<file path="src/rtl/sram_ctl_pkg.sv">
// Package: shared types for the burst SRAM controller.
// Assumes: nothing beyond IEEE 1800-2017 enums.
package sram_ctl_pkg;

    // Power sequencing states; RUN is the only state that accepts commands.
    typedef enum logic [1:0] {
        PWR_RUN   = 2'd0,
        PWR_DOZE  = 2'd1,
        PWR_SLEEP = 2'd2,
        PWR_WAKE  = 2'd3
    } pwr_state_t;

    // Classification of the cycle currently presented on the data bus.
    typedef enum logic [2:0] {
        CYC_IDLE  = 3'd0,
        CYC_READ  = 3'd1,
        CYC_DUMMY = 3'd2,
        CYC_WRITE = 3'd3,
        CYC_ABORT = 3'd4,
        CYC_SLEEP = 3'd5
    } cyc_kind_t;

    // Burst context captured when a burst starts.
    typedef struct packed {
        logic on;
        logic is_write;
    } burst_ctx_t;

endpackage

</file>
<file path="src/rtl/sram_burst_seq.sv">
// Module: burst address sequencer.
// Holds the upper address bits and the start offset of a burst, and counts
// the steps taken within it. Produces the current word address in either
// counting (wrap) order or XOR order.
// Assumes: seq_mode is constant for the whole burst; load has priority over advance.
module sram_burst_seq #(
    parameter int ADDR_W = 6,
    parameter int SEQ_W  = 2
) (
    input  logic              clk,
    input  logic              rst_n,
    input  logic              load,
    input  logic              advance,
    input  logic              seq_mode,
    input  logic [ADDR_W-1:0] addr_in,
    output logic [ADDR_W-1:0] cur_addr
);
    localparam int HI_W = ADDR_W - SEQ_W;

    logic [HI_W-1:0]  base_hi;
    logic [SEQ_W-1:0] start_lo;
    logic [SEQ_W-1:0] step_cnt;
    logic [SEQ_W-1:0] lin_lo;
    logic [SEQ_W-1:0] xor_lo;
    logic [SEQ_W-1:0] cur_lo;

    // Capture base and offset on load, count steps on advance.
    always_ff @(posedge clk) begin
        if (!rst_n) begin
            base_hi  <= '0;
            start_lo <= '0;
            step_cnt <= '0;
        end else if (load) begin
            base_hi  <= addr_in[ADDR_W-1:SEQ_W];
            start_lo <= addr_in[SEQ_W-1:0];
            step_cnt <= '0;
        end else if (advance) begin
            step_cnt <= step_cnt + 1'b1;
        end
    end

    // Counting order wraps naturally at the group width.
    always_comb lin_lo = start_lo + step_cnt;

    // XOR order, built bit by bit.
    for (genvar b = 0; b < SEQ_W; b++) begin : g_xor
        assign xor_lo[b] = start_lo[b] ^ step_cnt[b];
    end

    // Select the order requested by the mode input.
    always_comb cur_lo = seq_mode ? xor_lo : lin_lo;

    assign cur_addr = {base_hi, cur_lo};

endmodule

</file>
<file path="src/rtl/sram_power_seq.sv">
// Module: sleep entry and recovery sequencer.
// Entry takes two clock edges with sleep_req high. Recovery takes two clock
// edges with sleep_req low. Commands are accepted only in RUN with sleep_req low.
// Assumes: runs on every edge, independent of the hold input.
module sram_power_seq
    import sram_ctl_pkg::*;
(
    input  logic clk,
    input  logic rst_n,
    input  logic sleep_req,
    output logic run_ok
);
    pwr_state_t state;
    pwr_state_t state_nxt;

    // Next-state selection for the sleep sequence.
    always_comb begin
        state_nxt = state;
        case (state)
            PWR_RUN:   if (sleep_req) state_nxt = PWR_DOZE;
            PWR_DOZE:  state_nxt = sleep_req ? PWR_SLEEP : PWR_WAKE;
            PWR_SLEEP: if (!sleep_req) state_nxt = PWR_WAKE;
            PWR_WAKE:  state_nxt = sleep_req ? PWR_DOZE : PWR_RUN;
            default:   state_nxt = PWR_RUN;
        endcase
    end

    // State register, reset into RUN.
    always_ff @(posedge clk) begin
        if (!rst_n) state <= PWR_RUN;
        else        state <= state_nxt;
    end

    assign run_ok = (state == PWR_RUN) && !sleep_req;

endmodule

</file>
<file path="src/rtl/sram_lane_array.sv">
// Module: byte-lane storage array.
// One memory per lane, each with its own write enable. Read is combinational
// from the read address, so a word written on an edge is visible just after it.
// Assumes: contents are undefined until written; no reset on storage.
module sram_lane_array #(
    parameter int ADDR_W = 6,
    parameter int LANES  = 2,
    parameter int LANE_W = 9
) (
    input  logic                    clk,
    input  logic [ADDR_W-1:0]       wr_addr,
    input  logic [LANES-1:0]        wr_lane_en,
    input  logic [LANES*LANE_W-1:0] wr_data,
    input  logic [ADDR_W-1:0]       rd_addr,
    output logic [LANES*LANE_W-1:0] rd_data
);
    localparam int DEPTH = 1 << ADDR_W;

    for (genvar g = 0; g < LANES; g++) begin : g_lane
        logic [LANE_W-1:0] mem [DEPTH];

        // Store this lane when its enable is set.
        always_ff @(posedge clk) begin
            if (wr_lane_en[g]) mem[wr_addr] <= wr_data[g*LANE_W +: LANE_W];
        end

        assign rd_data[g*LANE_W +: LANE_W] = mem[rd_addr];
    end

endmodule

</file>
<file path="src/rtl/sram_burst_ctl.sv">
// Module: zero-turnaround burst SRAM cycle controller (top).
// Decodes selects, load/step, write strobes, hold and sleep on each edge. It
// keeps the burst context and the pending write data phase, and drives the
// read bus through an unclocked output enable.
// Assumes: seq_mode is stable inside a burst; out_en_n may change at any time.
module sram_burst_ctl
    import sram_ctl_pkg::*;
#(
    parameter int ADDR_W = 6,
    parameter int LANES  = 2,
    parameter int LANE_W = 9,
    parameter int SEQ_W  = 2
) (
    input  logic                    clk,
    input  logic                    rst_n,
    input  logic                    sel_a_n,
    input  logic                    sel_b,
    input  logic                    sel_c_n,
    input  logic                    step,
    input  logic                    wr_n,
    input  logic [LANES-1:0]        lane_wr_n,
    input  logic                    hold,
    input  logic                    sleep_req,
    input  logic                    out_en_n,
    input  logic                    seq_mode,
    input  logic [ADDR_W-1:0]       addr,
    input  logic [LANES*LANE_W-1:0] wdata,
    output logic [LANES*LANE_W-1:0] rdata,
    output logic                    rdata_oe
);
    localparam int DATA_W = LANES * LANE_W;

    logic              run_ok;
    logic              accept;
    logic              selected;
    logic              load_now;
    logic              adv_now;
    logic              wr_cycle_now;
    burst_ctx_t        ctx;
    logic [LANES-1:0]  pend_mask;
    logic [LANES-1:0]  commit_en;
    logic [ADDR_W-1:0] cur_addr;
    logic [DATA_W-1:0] rd_word;
    cyc_kind_t         cyc_kind;

    sram_power_seq u_pwr (
        .clk       (clk),
        .rst_n     (rst_n),
        .sleep_req (sleep_req),
        .run_ok    (run_ok)
    );

    // Edge qualification and command decode.
    always_comb begin
        accept       = run_ok && !hold;
        selected     = !sel_a_n && sel_b && !sel_c_n;
        load_now     = accept && !step && selected;
        adv_now      = accept && step && ctx.on;
        wr_cycle_now = (load_now && !wr_n) || (adv_now && ctx.is_write);
    end

    sram_burst_seq #(
        .ADDR_W (ADDR_W),
        .SEQ_W  (SEQ_W)
    ) u_seq (
        .clk      (clk),
        .rst_n    (rst_n),
        .load     (load_now),
        .advance  (adv_now),
        .seq_mode (seq_mode),
        .addr_in  (addr),
        .cur_addr (cur_addr)
    );

    // Burst context: cleared by sleep, set or cleared by a load, kept otherwise.
    always_ff @(posedge clk) begin
        if (!rst_n) begin
            ctx <= '0;
        end else if (!run_ok) begin
            ctx <= '0;
        end else if (!hold && !step) begin
            ctx.on       <= selected;
            ctx.is_write <= selected && !wr_n;
        end
    end

    // Lane mask of the write whose data phase falls on the next accepted edge.
    always_ff @(posedge clk) begin
        if (!rst_n) begin
            pend_mask <= '0;
        end else if (!run_ok) begin
            pend_mask <= '0;
        end else if (!hold) begin
            pend_mask <= wr_cycle_now ? ~lane_wr_n : '0;
        end
    end

    // The data phase completes on any edge that is not held.
    always_comb commit_en = hold ? '0 : pend_mask;

    sram_lane_array #(
        .ADDR_W (ADDR_W),
        .LANES  (LANES),
        .LANE_W (LANE_W)
    ) u_mem (
        .clk        (clk),
        .wr_addr    (cur_addr),
        .wr_lane_en (commit_en),
        .wr_data    (wdata),
        .rd_addr    (cur_addr),
        .rd_data    (rd_word)
    );

    // Classify the cycle now on the bus.
    always_comb begin
        if (!run_ok)           cyc_kind = CYC_SLEEP;
        else if (!ctx.on)      cyc_kind = CYC_IDLE;
        else if (ctx.is_write) cyc_kind = (pend_mask == '0) ? CYC_ABORT : CYC_WRITE;
        else if (out_en_n)     cyc_kind = CYC_DUMMY;
        else                   cyc_kind = CYC_READ;
    end

    // Only a true read drives the bus.
    always_comb begin
        rdata_oe = (cyc_kind == CYC_READ);
        rdata    = rdata_oe ? rd_word : '0;
    end

endmodule

</file>
<file path="config.mk">
export PLATFORM = sky130hd
export DESIGN_NAME = sram_burst_ctl
export DESIGN_NICKNAME = d
export VERILOG_FILES = /design/src/rtl/sram_ctl_pkg.sv /design/src/rtl/sram_burst_seq.sv /design/src/rtl/sram_power_seq.sv /design/src/rtl/sram_lane_array.sv /design/src/rtl/sram_burst_ctl.sv
export SDC_FILE = /design/constraint.sdc
export NUM_CORES = 1
export LEC_CHECK = 0
export BUFFER_PORTS_ARGS = -buffer_cell sky130_fd_sc_hd__clkbuf_2
export CELL_PAD_IN_SITES_DETAIL_PLACEMENT = 0
export CELL_PAD_IN_SITES_GLOBAL_PLACEMENT = 2
export CORE_MARGIN = 2
export CORE_UTILIZATION = 27
export CTS_CLUSTER_DIAMETER = 80
export DETAILED_ROUTE_END_ITERATION = 16
export GPL_TIMING_DRIVEN = 0
export MAX_ROUTING_LAYER = met4
export PLACE_DENSITY = 0.52
export SLEW_MARGIN = 15
export SYNTH_ARGS = -nofsm -noshare
export SYNTH_HDL_FRONTEND = slang
export SYNTH_SLANG_ARGS = --single-unit
</file>
<file path="constraint.sdc">
create_clock -name clk -period 3.9 [get_ports clk]
set_input_delay 0.585 -clock clk [delete_from_list [all_inputs] [get_ports clk]]
set_output_delay 0.585 -clock clk [all_outputs]
set_load 0.02 [all_outputs]
</file>
==> impl_metrics.tcl <==
set metrics [dict create \
    status "finished, violations left" \
    violations "negative setup slack" \
    grtUsageTotal 0.2635 \
    p_leak_nw 19.01 \
    core.rowCount 150 \
    placedCellCount 5216 \
    setup_viol 24 \
    clk_transition_reported_paths_ns 0.05 \
    fillers 15770 \
    wl_per_cell_um 39.70 \
    p_total_w 0.02736 \
    finalCriticalPeriod_ns 4.810 \
    rsz0062_at_grt "yes" \
    placed_area_um2 49340 \
    power_density_nw_per_um2 456.8 \
    syn_avg_cell_area_um2 15.57 \
    clock.fmax_mhz 207.9 \
    grt_pass1_wl_um 292000 \
    io_buffer_count 55 \
    initial_utilization 0.2723 \
    crit_path_end_kind "output pin" \
    vdd_ir_drop_max_uv 456.9 \
    grt_max_degree 65 \
    drive_above_1_share 0.2987 \
    synth_flop_cell "edfxtp_1" \
    gp_congestion 0.9247 \
    cts_buffers 135 \
    vias_per_cell 5.551 \
    cts_sinks 1166 \
    crit_slowest_cell "nand4_1" \
    setup_slack_ns -0.9101 \
    relSlewSlack 0.1300 \
    timing.final.crit_share 1.233 \
    die_y_um 414.9 \
    cp.arrival_ns 4.23 \
    synth_cell_types 70 \
    fin_skew_ns 0.03191 \
    synth_edf_count 1152 \
    async_flop_share 0 \
    die_area_um2 172100 \
    finalNonFillerCells 5663 \
    hold_violations 0 \
    antenna_found_initial 5 \
    syn_area_um2 45580 \
    drc 0 \
    clock_latency_ns 0.80 \
    critPathTopFamily "compound AO/OA/AOI/OAI gates" \
    overflow 0 \
    drtAntennaViolNets 0 \
    yosysSeqAreaShare 0.7651 \
    ios 56 \
    first_pass_iters 6 \
    vias 31430 \
    first_global_vias 30290 \
    crit_chain "ha_4 -> nor2b_4 -> buf_12 -> xnor2_4 -> buf_12 -> buf_12 -> nand2_8 -> buf_12 -> o22ai_1 -> o41ai_4 -> nand4_1 -> a311oi_4 -> clkbuf_8" \
    hold_path.class "in -> reg" \
    critPathLaunchType "register" \
    coreArea_um2 167400 \
    nNetsFinal 3394 \
    crit_buf_inv 5 \
    crit_top_cell "buf_12" \
    drt_iter0_drc 4484 \
    max_stage_delay_ns 0.54 \
    synth-seq-cells 1166 \
    cts_buffer_depth 3 \
    cp_max_fo 8 \
    max_cap_viol_count 0 \
    crit_required_ns 3.31 \
    area_growth_pct 31.39 \
    syn_nets 2971 \
    cts-root-buf "clkbuf_16" \
    yosysWarnings 0 \
    wirelength_um 224800 \
    cts_hold_buf 0 \
    design_area_um2 59890 \
    worstMarginPinSlew_ns 1.305 \
    finalSetupTns_ns -12.86 \
    htree_num_levels 4 \
    maxSlewViolCount 0 \
    path_class "reg -> out" \
    die_w_um 414.9 \
    syn_inst 2928 \
    place_hpwl_um 143100 \
    cts_tree "yes" \
]
[worst min-delay path, stage by stage]
cell and delay (ns):
clkbuf_2 0.08, mux2i_1 0.05, nor2b_1 0.11
[per-stage QoR]
stage	hold slack, ns	worst slack [ns]	utilization
5_1_grt	0.09849	-0.9316	0.3577
6_report	0.09067	-0.9101	0.3577
2_1_floorplan	0.4466	0.2864	-
4_1_cts	0.05490	-0.9020	0.3525
3_3_place_gp	0.4630	-4.764	0.2904
3_5_place_dp	0.4789	-3.416	0.2947
[kinds of logic after synthesis]
group           count (synthesis)  synth area share
mux                           130           0.04768
compound gates                479           0.07087
simple gates                  938           0.09261
flops                        1166            0.7651
buf+inv                       203           0.02023
fa+ha+maj                       6          0.001647
xor+xnor                        6          0.001894
[routing by layer]
| layer | share of wire | up-vias | track usage |
|---|---|---|---|
| li1 | - | 12500 | - |
| met4 | 0.059 | 0 | 0.1258 |
| met5 | 0 | - | - |
| met3 | 0.082 | 422 | 0.05151 |
| met1 | 0.41 | 16730 | 0.3448 |
| met2 | 0.44 | 1783 | 0.3927 |
[registers in the layout, indices dropped and copies added, names as in the netlist]
register	count
u_seq.start_lo	2
u_seq.step_cnt	2
u_pwr.state	2
ctx	2
pend_mask	2
u_mem.g_lane.mem	1152
u_seq.base_hi	4
[final cells by class]
class	instances	area (um2)	share of cell area
Multi-Input combinational cell	1559	11860	0.1981
Clock buffer	158	3528	0.05891
Inverter	11	48.80	0.0008148
Buffer	187	2774	0.04632
Timing Repair Buffer	291	3186	0.05319
Antenna cell	4	10.01	0.0001671
Sequential cell	1166	34880	0.5824
Tap cell	2204	2758	0.04605
Clock inverter	83	840.8	0.01404
[timing repair]
action                      CTS  global route
setup endpoints to repair  1154            86
gates cloned                  4             0
setup buffers               161            46
pin swaps                    78            64
resized for setup           833           153
[cell usage after synthesis (6+ instances only)]
cell       instances  area (um2)
nor3_1           104       520.5
o2111ai_1          9       78.83
o221ai_1          29       254.0
clkbuf_1          80       300.3
a2111oi_0          9       78.83
o211ai_1          13       97.59
a31oi_1           38       237.7
o21ai_0           44       220.2
o32ai_1            7       61.31
a32oi_1            8       70.07
and3_1            27       168.9
o22ai_1          197        1232
edfxtp_1        1152       34590
nand2_1          355        1333
o41ai_1           18       157.7
dfxtp_1           14       280.3
inv_1             10       37.54
mux4_2            69        1554
o31ai_1           11       82.58
o22a_1             6       52.55
nor2b_1           14       87.58
ha_1               6       75.07
nor2_1           217       814.5
nand3_1          111       555.5
mux2_2             7       78.83
buf_1             25       93.84
mux2i_1           54       540.5
a21oi_1           40       200.2
buf_4             13       97.59
nor4_1            44       275.3
nand4_1           18       112.6
or3_1             11       68.82
buf_2             71       355.3
or4_1              8       60.06
a211oi_1          14       105.1
[layout by cell type (no fill, tap or decap), drive strengths merged, types with 8 or more instances in the layout]
cell	synthesis	layout
bufinv	0	16
nand2	360	360
o21ai	46	46
o221ai	29	29
o22ai	197	197
a31oi	38	38
a32oi	8	8
nor2b	14	14
edfxtp	1152	1152
o31ai	11	11
inv	11	15
mux2i	54	54
nor3	104	104
mux4	69	69
nand4	18	18
o211ai	13	13
o2111ai	9	9
dfxtp	14	14
and3	27	27
or4	8	8
nor2	217	217
buf	112	368
clkbuf	80	266
or3	11	11
nand3	111	111
clkinv	0	59
o41ai	18	18
a211oi	14	14
a2111oi	9	9
a21oi	40	40
nor4	45	45
[power by group]
group          switching (W)  internal [W]
Combinational       0.000521      0.000206
Sequential         0.0000111        0.0138
Clock                0.00533       0.00752
Total                0.00586        0.0215
[worst paths after layout]
check,startpoint,end,slack [ns],cells after the start
hold / removal,addr[1],u_seq.start_lo[1],0.09,3
setup reg to reg,u_seq.start_lo[0],u_mem.g_lane[1].mem[17][5],-0.02,10
hold reg to reg,pend_mask[1],pend_mask[1],0.49,2
setup / recovery,u_seq.start_lo[0],rdata[10],-0.91,13
(Power assumes the default switching activity.)
